`src/rtl/ts1det_pkg.sv`:
```
package ts1det_pkg;

   localparam int unsigned SYM_W    = 8;
   localparam logic [7:0]  PAD_CODE = 8'hF7;

   typedef enum logic {
      LN_EXPECT_PAD      = 1'b0,
      LN_EXPECT_ASSIGNED = 1'b1
   } lane_mode_e;

endpackage

```
`src/rtl/ts1det_num_check.sv`:
```
module ts1det_num_check
   import ts1det_pkg::*;
#(
   parameter int unsigned NUM_W      = 8,
   parameter bit          CHECK_IMPL = 1'b1
) (
   input  logic             chk_en,
   input  lane_mode_e       mode,
   input  logic [NUM_W-1:0] exp_link,
   input  logic [NUM_W-1:0] exp_lane,
   input  logic [NUM_W-1:0] rx_link,
   input  logic [NUM_W-1:0] rx_lane,
   output logic             num_ok
);

   generate
      if (CHECK_IMPL) begin : g_cmp
         logic [NUM_W-1:0] want_lane;
         logic             link_eq;
         logic             lane_eq;

         always_comb begin
            want_lane = (mode == LN_EXPECT_ASSIGNED) ? exp_lane : NUM_W'(PAD_CODE);
            link_eq   = (rx_link == exp_link);
            lane_eq   = (rx_lane == want_lane);
            num_ok    = !chk_en || (link_eq && lane_eq);
         end
      end else begin : g_nocmp
         logic unused_in;
         assign unused_in = ^{chk_en, mode, exp_link, exp_lane, rx_link, rx_lane};
         assign num_ok    = 1'b1;
      end
   endgenerate

endmodule

```
`src/rtl/ts1det_streak.sv`:
```
module ts1det_streak #(
   parameter int unsigned TARGET = 2
) (
   input  logic clk,
   input  logic rst_n,
   input  logic clr,
   input  logic os_vld,
   input  logic qual,
   output logic hit
);

   localparam int unsigned CW = (TARGET < 1) ? 1 : $clog2(TARGET + 1);
   localparam logic [CW-1:0] TOP = CW'(TARGET);

   logic [CW-1:0] cnt_q;

   always_ff @(posedge clk or negedge rst_n) begin
      if (!rst_n) begin
         cnt_q <= '0;
      end else if (clr) begin
         cnt_q <= '0;
      end else if (os_vld) begin
         if (!qual) begin
            cnt_q <= '0;
         end else if (cnt_q != TOP) begin
            cnt_q <= cnt_q + CW'(1);
         end
      end
   end

   assign hit = (cnt_q == TOP);

endmodule

```
`src/rtl/ts1det_lane.sv`:
```
module ts1det_lane
   import ts1det_pkg::*;
#(
   parameter int unsigned NUM_W      = 8,
   parameter int unsigned TARGET     = 2,
   parameter bit          CHECK_IMPL = 1'b1
) (
   input  logic             clk,
   input  logic             rst_n,
   input  logic             clr,
   input  logic             chk_en,
   input  lane_mode_e       mode,
   input  logic [NUM_W-1:0] exp_link,
   input  logic [NUM_W-1:0] exp_lane,
   input  logic             os_vld,
   input  logic             os_is_ts1,
   input  logic [NUM_W-1:0] rx_link,
   input  logic [NUM_W-1:0] rx_lane,
   input  logic             rx_dis,
   input  logic             rx_lpb,
   output logic             dis_hit,
   output logic             lpb_hit,
   output logic             rcv_ts1
);

   logic num_ok;
   logic qual_dis;
   logic qual_lpb;
   logic rcv_q;

   ts1det_num_check #(
      .NUM_W      (NUM_W),
      .CHECK_IMPL (CHECK_IMPL)
   ) u_num (
      .chk_en   (chk_en),
      .mode     (mode),
      .exp_link (exp_link),
      .exp_lane (exp_lane),
      .rx_link  (rx_link),
      .rx_lane  (rx_lane),
      .num_ok   (num_ok)
   );

   assign qual_dis = os_is_ts1 && rx_dis && num_ok;
   assign qual_lpb = os_is_ts1 && rx_lpb && num_ok;

   ts1det_streak #(.TARGET(TARGET)) u_dis (
      .clk    (clk),
      .rst_n  (rst_n),
      .clr    (clr),
      .os_vld (os_vld),
      .qual   (qual_dis),
      .hit    (dis_hit)
   );

   ts1det_streak #(.TARGET(TARGET)) u_lpb (
      .clk    (clk),
      .rst_n  (rst_n),
      .clr    (clr),
      .os_vld (os_vld),
      .qual   (qual_lpb),
      .hit    (lpb_hit)
   );

   always_ff @(posedge clk or negedge rst_n) begin
      if (!rst_n) begin
         rcv_q <= 1'b0;
      end else if (clr) begin
         rcv_q <= 1'b0;
      end else if (os_vld) begin
         rcv_q <= os_is_ts1;
      end
   end

   assign rcv_ts1 = rcv_q;

endmodule

```
`src/rtl/ts1det_decide.sv`:
```
module ts1det_decide #(
   parameter int unsigned LANES = 4
) (
   input  logic             clk,
   input  logic             rst_n,
   input  logic             clr,
   input  logic [LANES-1:0] tx_ts1,
   input  logic [LANES-1:0] rcv_ts1,
   input  logic [LANES-1:0] dis_hit,
   input  logic [LANES-1:0] lpb_hit,
   output logic             go_disabled,
   output logic             go_loopback
);

   logic [LANES-1:0] tx_q;
   logic [LANES-1:0] elig;
   logic             dis_cond;
   logic             lpb_cond;
   logic             dis_prev_q;
   logic             lpb_prev_q;

   always_ff @(posedge clk or negedge rst_n) begin
      if (!rst_n) begin
         tx_q <= '0;
      end else begin
         tx_q <= tx_ts1;
      end
   end

   always_comb begin
      elig     = tx_q & rcv_ts1;
      dis_cond = |(tx_q & dis_hit);
      lpb_cond = (|elig) && ((lpb_hit & elig) == elig);
   end

   always_ff @(posedge clk or negedge rst_n) begin
      if (!rst_n) begin
         dis_prev_q <= 1'b0;
         lpb_prev_q <= 1'b0;
      end else if (clr) begin
         dis_prev_q <= 1'b0;
         lpb_prev_q <= 1'b0;
      end else begin
         dis_prev_q <= dis_cond;
         lpb_prev_q <= lpb_cond;
      end
   end

   assign go_disabled = dis_cond && !dis_prev_q;
   assign go_loopback = lpb_cond && !lpb_prev_q && !dis_cond;

endmodule

```
`src/rtl/ts1_ctl_detector.sv`:
```
module ts1_ctl_detector
   import ts1det_pkg::*;
#(
   parameter int unsigned LANES      = 4,
   parameter int unsigned NUM_W      = SYM_W,
   parameter int unsigned HIT_TARGET = 2,
   parameter bit          CHECK_IMPL = 1'b1
) (
   input  logic                   clk,
   input  logic                   rst_n,
   input  logic                   clr,
   input  logic                   num_chk_en,
   input  logic                   lane_mode,
   input  logic [NUM_W-1:0]       exp_link,
   input  logic [LANES*NUM_W-1:0] exp_lane,
   input  logic [LANES-1:0]       tx_ts1,
   input  logic [LANES-1:0]       os_vld,
   input  logic [LANES-1:0]       os_is_ts1,
   input  logic [LANES*NUM_W-1:0] rx_link,
   input  logic [LANES*NUM_W-1:0] rx_lane,
   input  logic [LANES-1:0]       rx_dis_bit,
   input  logic [LANES-1:0]       rx_lpb_bit,
   output logic                   go_disabled,
   output logic                   go_loopback
);

   generate
      if (LANES < 1) begin : g_bad_lanes
         $error("ts1_ctl_detector: LANES must be at least 1");
      end
      if (NUM_W != SYM_W) begin : g_bad_width
         $error("ts1_ctl_detector: NUM_W must equal the symbol width");
      end
      if (HIT_TARGET < 1) begin : g_bad_target
         $error("ts1_ctl_detector: HIT_TARGET must be at least 1");
      end
   endgenerate

   lane_mode_e       mode_sel;
   logic [LANES-1:0] dis_hit;
   logic [LANES-1:0] lpb_hit;
   logic [LANES-1:0] rcv_ts1;

   assign mode_sel = lane_mode_e'(lane_mode);

   generate
      for (genvar i = 0; i < LANES; i++) begin : g_lane
         ts1det_lane #(
            .NUM_W      (NUM_W),
            .TARGET     (HIT_TARGET),
            .CHECK_IMPL (CHECK_IMPL)
         ) u_lane (
            .clk       (clk),
            .rst_n     (rst_n),
            .clr       (clr),
            .chk_en    (num_chk_en),
            .mode      (mode_sel),
            .exp_link  (exp_link),
            .exp_lane  (exp_lane[i*NUM_W +: NUM_W]),
            .os_vld    (os_vld[i]),
            .os_is_ts1 (os_is_ts1[i]),
            .rx_link   (rx_link[i*NUM_W +: NUM_W]),
            .rx_lane   (rx_lane[i*NUM_W +: NUM_W]),
            .rx_dis    (rx_dis_bit[i]),
            .rx_lpb    (rx_lpb_bit[i]),
            .dis_hit   (dis_hit[i]),
            .lpb_hit   (lpb_hit[i]),
            .rcv_ts1   (rcv_ts1[i])
         );
      end
   endgenerate

   ts1det_decide #(.LANES(LANES)) u_decide (
      .clk         (clk),
      .rst_n       (rst_n),
      .clr         (clr),
      .tx_ts1      (tx_ts1),
      .rcv_ts1     (rcv_ts1),
      .dis_hit     (dis_hit),
      .lpb_hit     (lpb_hit),
      .go_disabled (go_disabled),
      .go_loopback (go_loopback)
   );

endmodule

```
`config.mk`:
```
export PLATFORM = sky130hd
export DESIGN_NAME = ts1_ctl_detector
export DESIGN_NICKNAME = d
export VERILOG_FILES = /design/src/rtl/ts1det_pkg.sv /design/src/rtl/ts1det_num_check.sv /design/src/rtl/ts1det_streak.sv /design/src/rtl/ts1det_lane.sv /design/src/rtl/ts1det_decide.sv /design/src/rtl/ts1_ctl_detector.sv
export SDC_FILE = /design/constraint.sdc
export NUM_CORES = 1
export LEC_CHECK = 0
export BUFFER_PORTS_ARGS = -buffer_cell sky130_fd_sc_hd__buf_2
export CORE_AREA = 2 2 69 84
export DETAILED_ROUTE_END_ITERATION = 6
export DIE_AREA = 0 0 71 86
export PLACE_DENSITY = 0.83
export SLEW_MARGIN = 15
export SYNTH_ARGS = -nofsm -noshare
export SYNTH_HDL_FRONTEND = slang
export SYNTH_SLANG_ARGS = --single-unit
```
`constraint.sdc`:
```
create_clock -name clk -period 3.27 [get_ports clk]
set_input_delay 0.1635 -clock clk [delete_from_list [all_inputs] [get_ports clk]]
set_output_delay 0.1635 -clock clk [all_outputs]
set_load 0.005 [all_outputs]
```
[Yosys cells after proc, flatten, opt, wreduce, memory -nomap -nowiden]
Cells that the tools add are included.
Storage, ports and cells
  output and inout port bits: 2
  logic and storage cells: 151
  register bits after elaboration: 26
Cells by class
  reduce and logical (&&, ||, !) cells: 46
  muxes and demuxes: 46
  bitwise logic cells: 3
  equality and inequality tests: 33
  add/sub/neg operators: 8
Operators with widths (number)
  $eq 8x8->1: 8
  $mux 2: 32
  $mux 8: 4
  $logic_and 1x1->1: 24
  $ne 3x2->1 const B: 8
  $add 2x1->2 const B: 8
  $eq 2x2->1 const B: 8
  $ne 2x2->1 const B: 8
  $reduce_and 2->1: 8
  $and 4x4->4: 3
  $mux 1: 10
  $reduce_bool 2->1: 4
  $reduce_or 4->1: 2
  $eq 4x4->1: 1
  $logic_not 1->1: 4
  $logic_or 1x1->1: 4

[Longest topological paths before layout]
  depth in word-level cells: 8
  depth in mapped cells: 8
  mapped depth without buffers: 6

[By module]
A second synthesis with hierarchy kept.
Second synthesis, totals
  cells, all modules: 296
  area total of the unflattened synthesis: 2791.4 um2
By module, submodules not included
  ts1det_num_check: area each 304.0 um2, instances 4, cells each 41
  ts1det_streak at g_lane[2].u_lane.u_dis ...: area each 145.1 um2, instances 4, cells each 11
  ts1det_streak at g_lane[0].u_lane.u_dis ...: area each 133.9 um2, instances 4, cells each 12
  ts1det_decide: area each 254.0 um2, instances 1, cells each 20
  ts1det_lane: area each 51.3 um2, instances 4, cells each 5

[Worst setup path before layout]
OpenSTA, ideal clock, no wires.
  kind: input to register
  start point: in exp_lane[27]
  end point: reg g_lane[3].u_lane.u_dis.cnt_q[1]
  buffers on the path: 0
  path slack: 1.655 ns
  library setup time: 0.082 ns
  arrival time: 1.532 ns
  stages: 6
  required time: 3.188 ns
  path through: or4b_1 o22ai_1 o211ai_1 o41ai_4 a31oi_1 o22ai_1
Between the ends
  cells in the longest elaborated chain, start to end: 8
RTL lines
  from (decl): RTL line ts1_ctl_detector.sv:15  | input logic [LANES*NUM_W-1:0] exp_lane,
  $mux 8 (*): RTL line ts1det_num_check.sv:23  | want_lane = (mode == LN_EXPECT_ASSIGNED) ? exp_lane : NUM_W'(PAD_CODE);
  $eq 8x8->1 (*): RTL line ts1det_num_check.sv:25  | lane_eq = (rx_lane == want_lane);
  $logic_and 1x1->1 (*): RTL line ts1det_num_check.sv:26  | num_ok = !chk_en || (link_eq && lane_eq);
  $logic_or 1x1->1 (*): RTL line ts1det_num_check.sv:26
  $logic_and 1x1->1 (*): RTL line ts1det_lane.sv:44  | assign qual_dis = os_is_ts1 && rx_dis && num_ok;
  $mux 2: RTL line ts1det_streak.sv:23  | if (!qual) begin
  $mux 2: RTL line ts1det_streak.sv:22  | end else if (os_vld) begin
  $mux 2: RTL line ts1det_streak.sv:20  | end else if (clr) begin
  to (signal assigned): RTL line ts1det_streak.sv:26  | cnt_q <= cnt_q + CW'(1);
  to (decl): RTL line ts1det_streak.sv:15  | logic [CW-1:0] cnt_q;
Every way passes the cells marked *; elsewhere a longest branch is shown, timed or not. The select of a mux whose other input is x is not followed.
A chain may end at the register's enable or synchronous reset.

[Worst setup path in the final report]
  start point: reg g_lane[0].u_lane.u_dis.cnt_q[0]
  end point: out go_loopback
Between the ends
  cells in the longest elaborated chain, start to end: 5
RTL lines
  from (decl): RTL line ts1det_streak.sv:15
  from (signal assigned): RTL line ts1det_streak.sv:26
  $eq 2x2->1: RTL line ts1det_streak.sv:31  | assign hit = (cnt_q == TOP);
  $and 4x4->4: RTL line ts1det_decide.sv:32  | dis_cond = |(tx_q & dis_hit);
  $reduce_or 4->1: RTL line ts1det_decide.sv:32
  $logic_not 1->1: RTL line ts1det_decide.sv:50  | assign go_loopback = lpb_cond && !lpb_prev_q && !dis_cond;
  $logic_and 1x1->1: RTL line ts1det_decide.sv:50
  to (decl): RTL line ts1_ctl_detector.sv:24  | output logic go_loopback
Every way passes these cells.

==> summary.md <==
| Metric | Value |
|---|---|
| RR Endpoint | `u_decide.dis_prev_q$_DFF_PN0_` |
| Tightest Pin Transition | `0.562 ns` |
| Yosys cell types | `53` |
| DP HPWL | `between 6 and 7 mm` |
| TritonCTS clock tree | `done` |
| GRT overflow | `0` |
| Flops & latches, synth | `26` |
| First-pass GRT wire length | `12.1 mm` |
| Hold Crit Start | `rx_dis_bit[0]` |
| Core footprint | `5260 sq um` |
| Total Wirelength | `7.59 mm` |
| Critical Path, Cell by Cell | `inv_1 > ha_1 > a22o_1 > a221oi_1 > nor3b_1 > buf_2` |
| Reg2reg path depth | `5` |
| Area grow syn2layout | `30.3%` |
| Number of global-route vias before repair | `2800` |
| Clk_lat worst skew | `approximately 0.27 ns` |
| Rows | `29` |
| Max Clock Skew | `~0.003 ns` |
| Post-synthesis instance total | `approximately 320` |
| CP delay by family, top | `compound AO/OA/AOI/OAI gates` |
| Top FF cell, synth | `dfrtp_1` |
| Vias | `2937` |
| Crit path kind | `register to output port` |
| Max Fanout on Critical Path | `5` |
| R2R Path Start | `g_lane[0].u_lane.u_dis.cnt_q[0]$_DFFE_PN0P_` |
| Fmax | `0.481 GHz` |
| ANT nets after route | `0` |
| Final nets | `587` |
| Initial antenna violation count | `0` |
| Die width | `slightly above 70 microns` |
| Unrepaired setup endpoints after global routing | `false` |
| H-tree depth | `1` |
| Final slew viol count | `0` |
| Commonest non-fill, non-tap cell in the layout | `buf_2` |
| Most frequent cells in the layout | `buf_2 (130), nand2_1 (26), dfrtp_1 (26)` |
| Critical Path AT | `around 1.9 ns` |
| Peak supply drop | `around 0.00034 V` |
| Worst Path Required | `~3.1 ns` |
| Final setup fails | `0` |
| Fill cells | `~430` |
| Cts bufs inserted | `3` |
| Post-CTS Setup Inserts | `0` |
| Setup TNS | `0 ns` |
| P_leak | `between 0.0015 and 0.002 uW` |
| Hold depth | `3` |
| DRT Pass-1 Iters | `5` |
| Synthesized Nets | `roughly 450` |
| CP peak stage delay | `0.38 ns` |
| I/O pins | `roughly 130` |
| Tmin final | `approximately 2.1 ns` |
| Status | `completed` |
| Mapped cell area | `2630 sq um` |
| DRC viols | `0` |
| Vias per std cell | `approximately 5.7` |
| Wire length per cell | `roughly 15 microns` |
| Worst setup SP type | `register` |
| Clk buf depth | `2` |
| Fin crit share | `63.6%` |
| Rel. slew slack | `between 60% and 70%` |
| Type of the worst min-delay path | `input port to register` |
| Seq/Total Area, Yosys | `roughly a quarter` |
| Final Hold Fails | `0` |
| Post-layout power | `a little over 800 uW` |
| Clk sinks | `26` |
| Post-synth EDFFs | `0` |
| Share of layout cells above drive strength 1 | `a little under a third` |
| Initial DRC Count | `roughly 210` |
| Effective utilization at floorplan | `approximately 50%` |
| Die ar. | `approximately 6000 sq um` |
| Yosys Warn Count | `0` |
| Largest net degree at the start of global routing | `33` |
| Total track usage | `23.9%` |
| Clock-pin slew on the worst setup and hold paths | `~0.090 ns` |
| Die Height | `approximately 86 microns` |
| # port buffers | `130` |
| Antenna diodes | `0` |
| Asr flop ratio synth | `100%` |
| Syn avg cell area | `between 8 and 9 sq um` |
| WHS Endpoint | `g_lane[0].u_lane.u_dis.cnt_q[1]$_DFFE_PN0P_` |
| CP bufs+invs | `2` |
| Max cap viols | `0` |
| Gp weighted congestion | `0.868` |
| Pwr dens | `between 200 and 250 nW/um^2` |
| Worst setup EP type | `output port` |
| Slowest CP cell | `dfrtp_1` |
| Reg2Reg Setup Slack | `between 1.5 and 2 ns` |
| CTS root buf | `clkbuf_8` |
[cell usage after synthesis, types with 3 or more instances]
cell / count / area share, %
dfrtp_1: 26 / 25
nand2_1: 26 / 3.7
xnor2_1: 25 / 8.3
xor2_1: 24 / 8.0
nor2_1: 22 / 3.1
inv_1: 14 / 2.0
nand2b_1: 13 / 3.1
nor3b_1: 13 / 3.7
o21ai_0: 11 / 2.1
nand3_1: 9 / 1.7
a21oi_1: 8 / 1.5
a31oi_1: 8 / 1.9
ha_1: 8 / 3.8
nor2b_1: 8 / 1.9
o22ai_1: 8 / 1.9
o211ai_1: 7 / 2.0
mux2i_1: 6 / 2.3
nand4_1: 6 / 1.4
a32oi_1: 5 / 1.7
and2_1: 5 / 1.2
a211oi_1: 4 / 1.1
nor4_1: 4 / 0.95
or3_1: 4 / 0.95
and3_1: 3 / 0.71
nand3b_1: 3 / 0.86
nand4b_1: 3 / 1.0
o221ai_1: 3 / 1.0
o22a_1: 3 / 1.0
o41ai_1: 3 / 1.0
or4_1: 3 / 0.86
[logic make-up (layout without fill, tap and decap cells)]
| family | after synthesis | count (layout) | share of synthesized area, % |
|---|---|---|---|
| adders and majority gates | 8 | 8 | 3.80 |
| and+or+nand+nor | 131 | 131 | 28.1 |
| AOI/OAI and AO/OA | 75 | 75 | 21.2 |
| muxes | 6 | 6 | 2.28 |
| DFF | 26 | 26 | 24.7 |
| xor gates and xnor gates | 49 | 49 | 16.3 |
| buffers and inverters | 21 | 154 | 3.52 |
[routing by layer]
layer / track usage (%) / wire, microns / vias to the layer above
met5: 0 / 0 / -
met4: 6.00 / 88 / 0
met3: 2.23 / 499 / 12
met2: 43.7 / 3920 / 121
met1: 30.1 / 3080 / 1364
li1: - / - / 1440
[worst reg2reg max path: stages (launching register included)]
cell	delay, ns
dfrtp_1	0.38
inv_1	0.07
ha_1	0.25
a22o_1	0.24
a221oi_1	0.35
nor2_1	0.07
[state kept, by name, indices dropped and copies added, names as in the netlist]
name / flops
g_lane.u_lane.rcv_ts1: 4
g_lane.u_lane.u_dis.cnt_q: 8
g_lane.u_lane.u_lpb.cnt_q: 8
u_decide.dis_prev_q: 1
u_decide.lpb_prev_q: 1
u_decide.tx_q: 4
[per-stage QoR]
stage / hold WS, ns / worst slack [ns] / cell area, sq um / utilization [%] / instances
floorplan: -0.132 / 1.66 / 2630 / - / 316
global placement: 0.185 / 1.05 / 3320 / 63.2 / 502
detailed placement: 0.196 / 0.962 / 3320 / 63.2 / 502
CTS: 0.00452 / 1.18 / 3420 / 65.0 / 510
global route: 0.173 / 1.05 / 3430 / 65.2 / 511
finish: 0.168 / 1.19 / 3430 / 65.2 / 511
[where the power goes]
part           switching [uW]  internal (uW)  leakage (uW)
clock network             101            108     0.0000288
logic                     144            138       0.00117
registers                5.15            330      0.000350
[worst max path at each step]
stage / cells past startpoint / endpoint / from / slack [ns]
finish: 6 / go_loopback / g_lane[0].u_lane.u_dis.cnt_q[0]$_DFFE_PN0P_ / 1.19
global route: 6 / go_loopback / g_lane[0].u_lane.u_dis.cnt_q[0]$_DFFE_PN0P_ / 1.05
CTS: 6 / go_loopback / g_lane[0].u_lane.u_dis.cnt_q[0]$_DFFE_PN0P_ / 1.18
detailed placement: 7 / g_lane[3].u_lane.u_dis.cnt_q[1]$_DFFE_PN0P_ / lane_mode / 0.96
global placement: 7 / g_lane[3].u_lane.u_dis.cnt_q[0]$_DFFE_PN0P_ / lane_mode / 1.05
floorplan: 6 / g_lane[3].u_lane.u_dis.cnt_q[1]$_DFFE_PN0P_ / exp_lane[27] / 1.66
[area by class of cell]
type	count	area, sq um	share of cell area [%]
inverter	15	56.3	1.64
multi-input combinational	269	1890	55.1
sequential	26	651	19.0
clock buffer	4	55.1	1.61
timing repair buffer	135	701	20.4
tap	62	77.6	2.26
[what timing repair did]
action / 4_1_cts / 5_1_grt
resized for setup: 0 / 0
hold endpoints to repair: 29 / 1
hold buffers: 4 / 1
(Power assumes the default switching activity.)
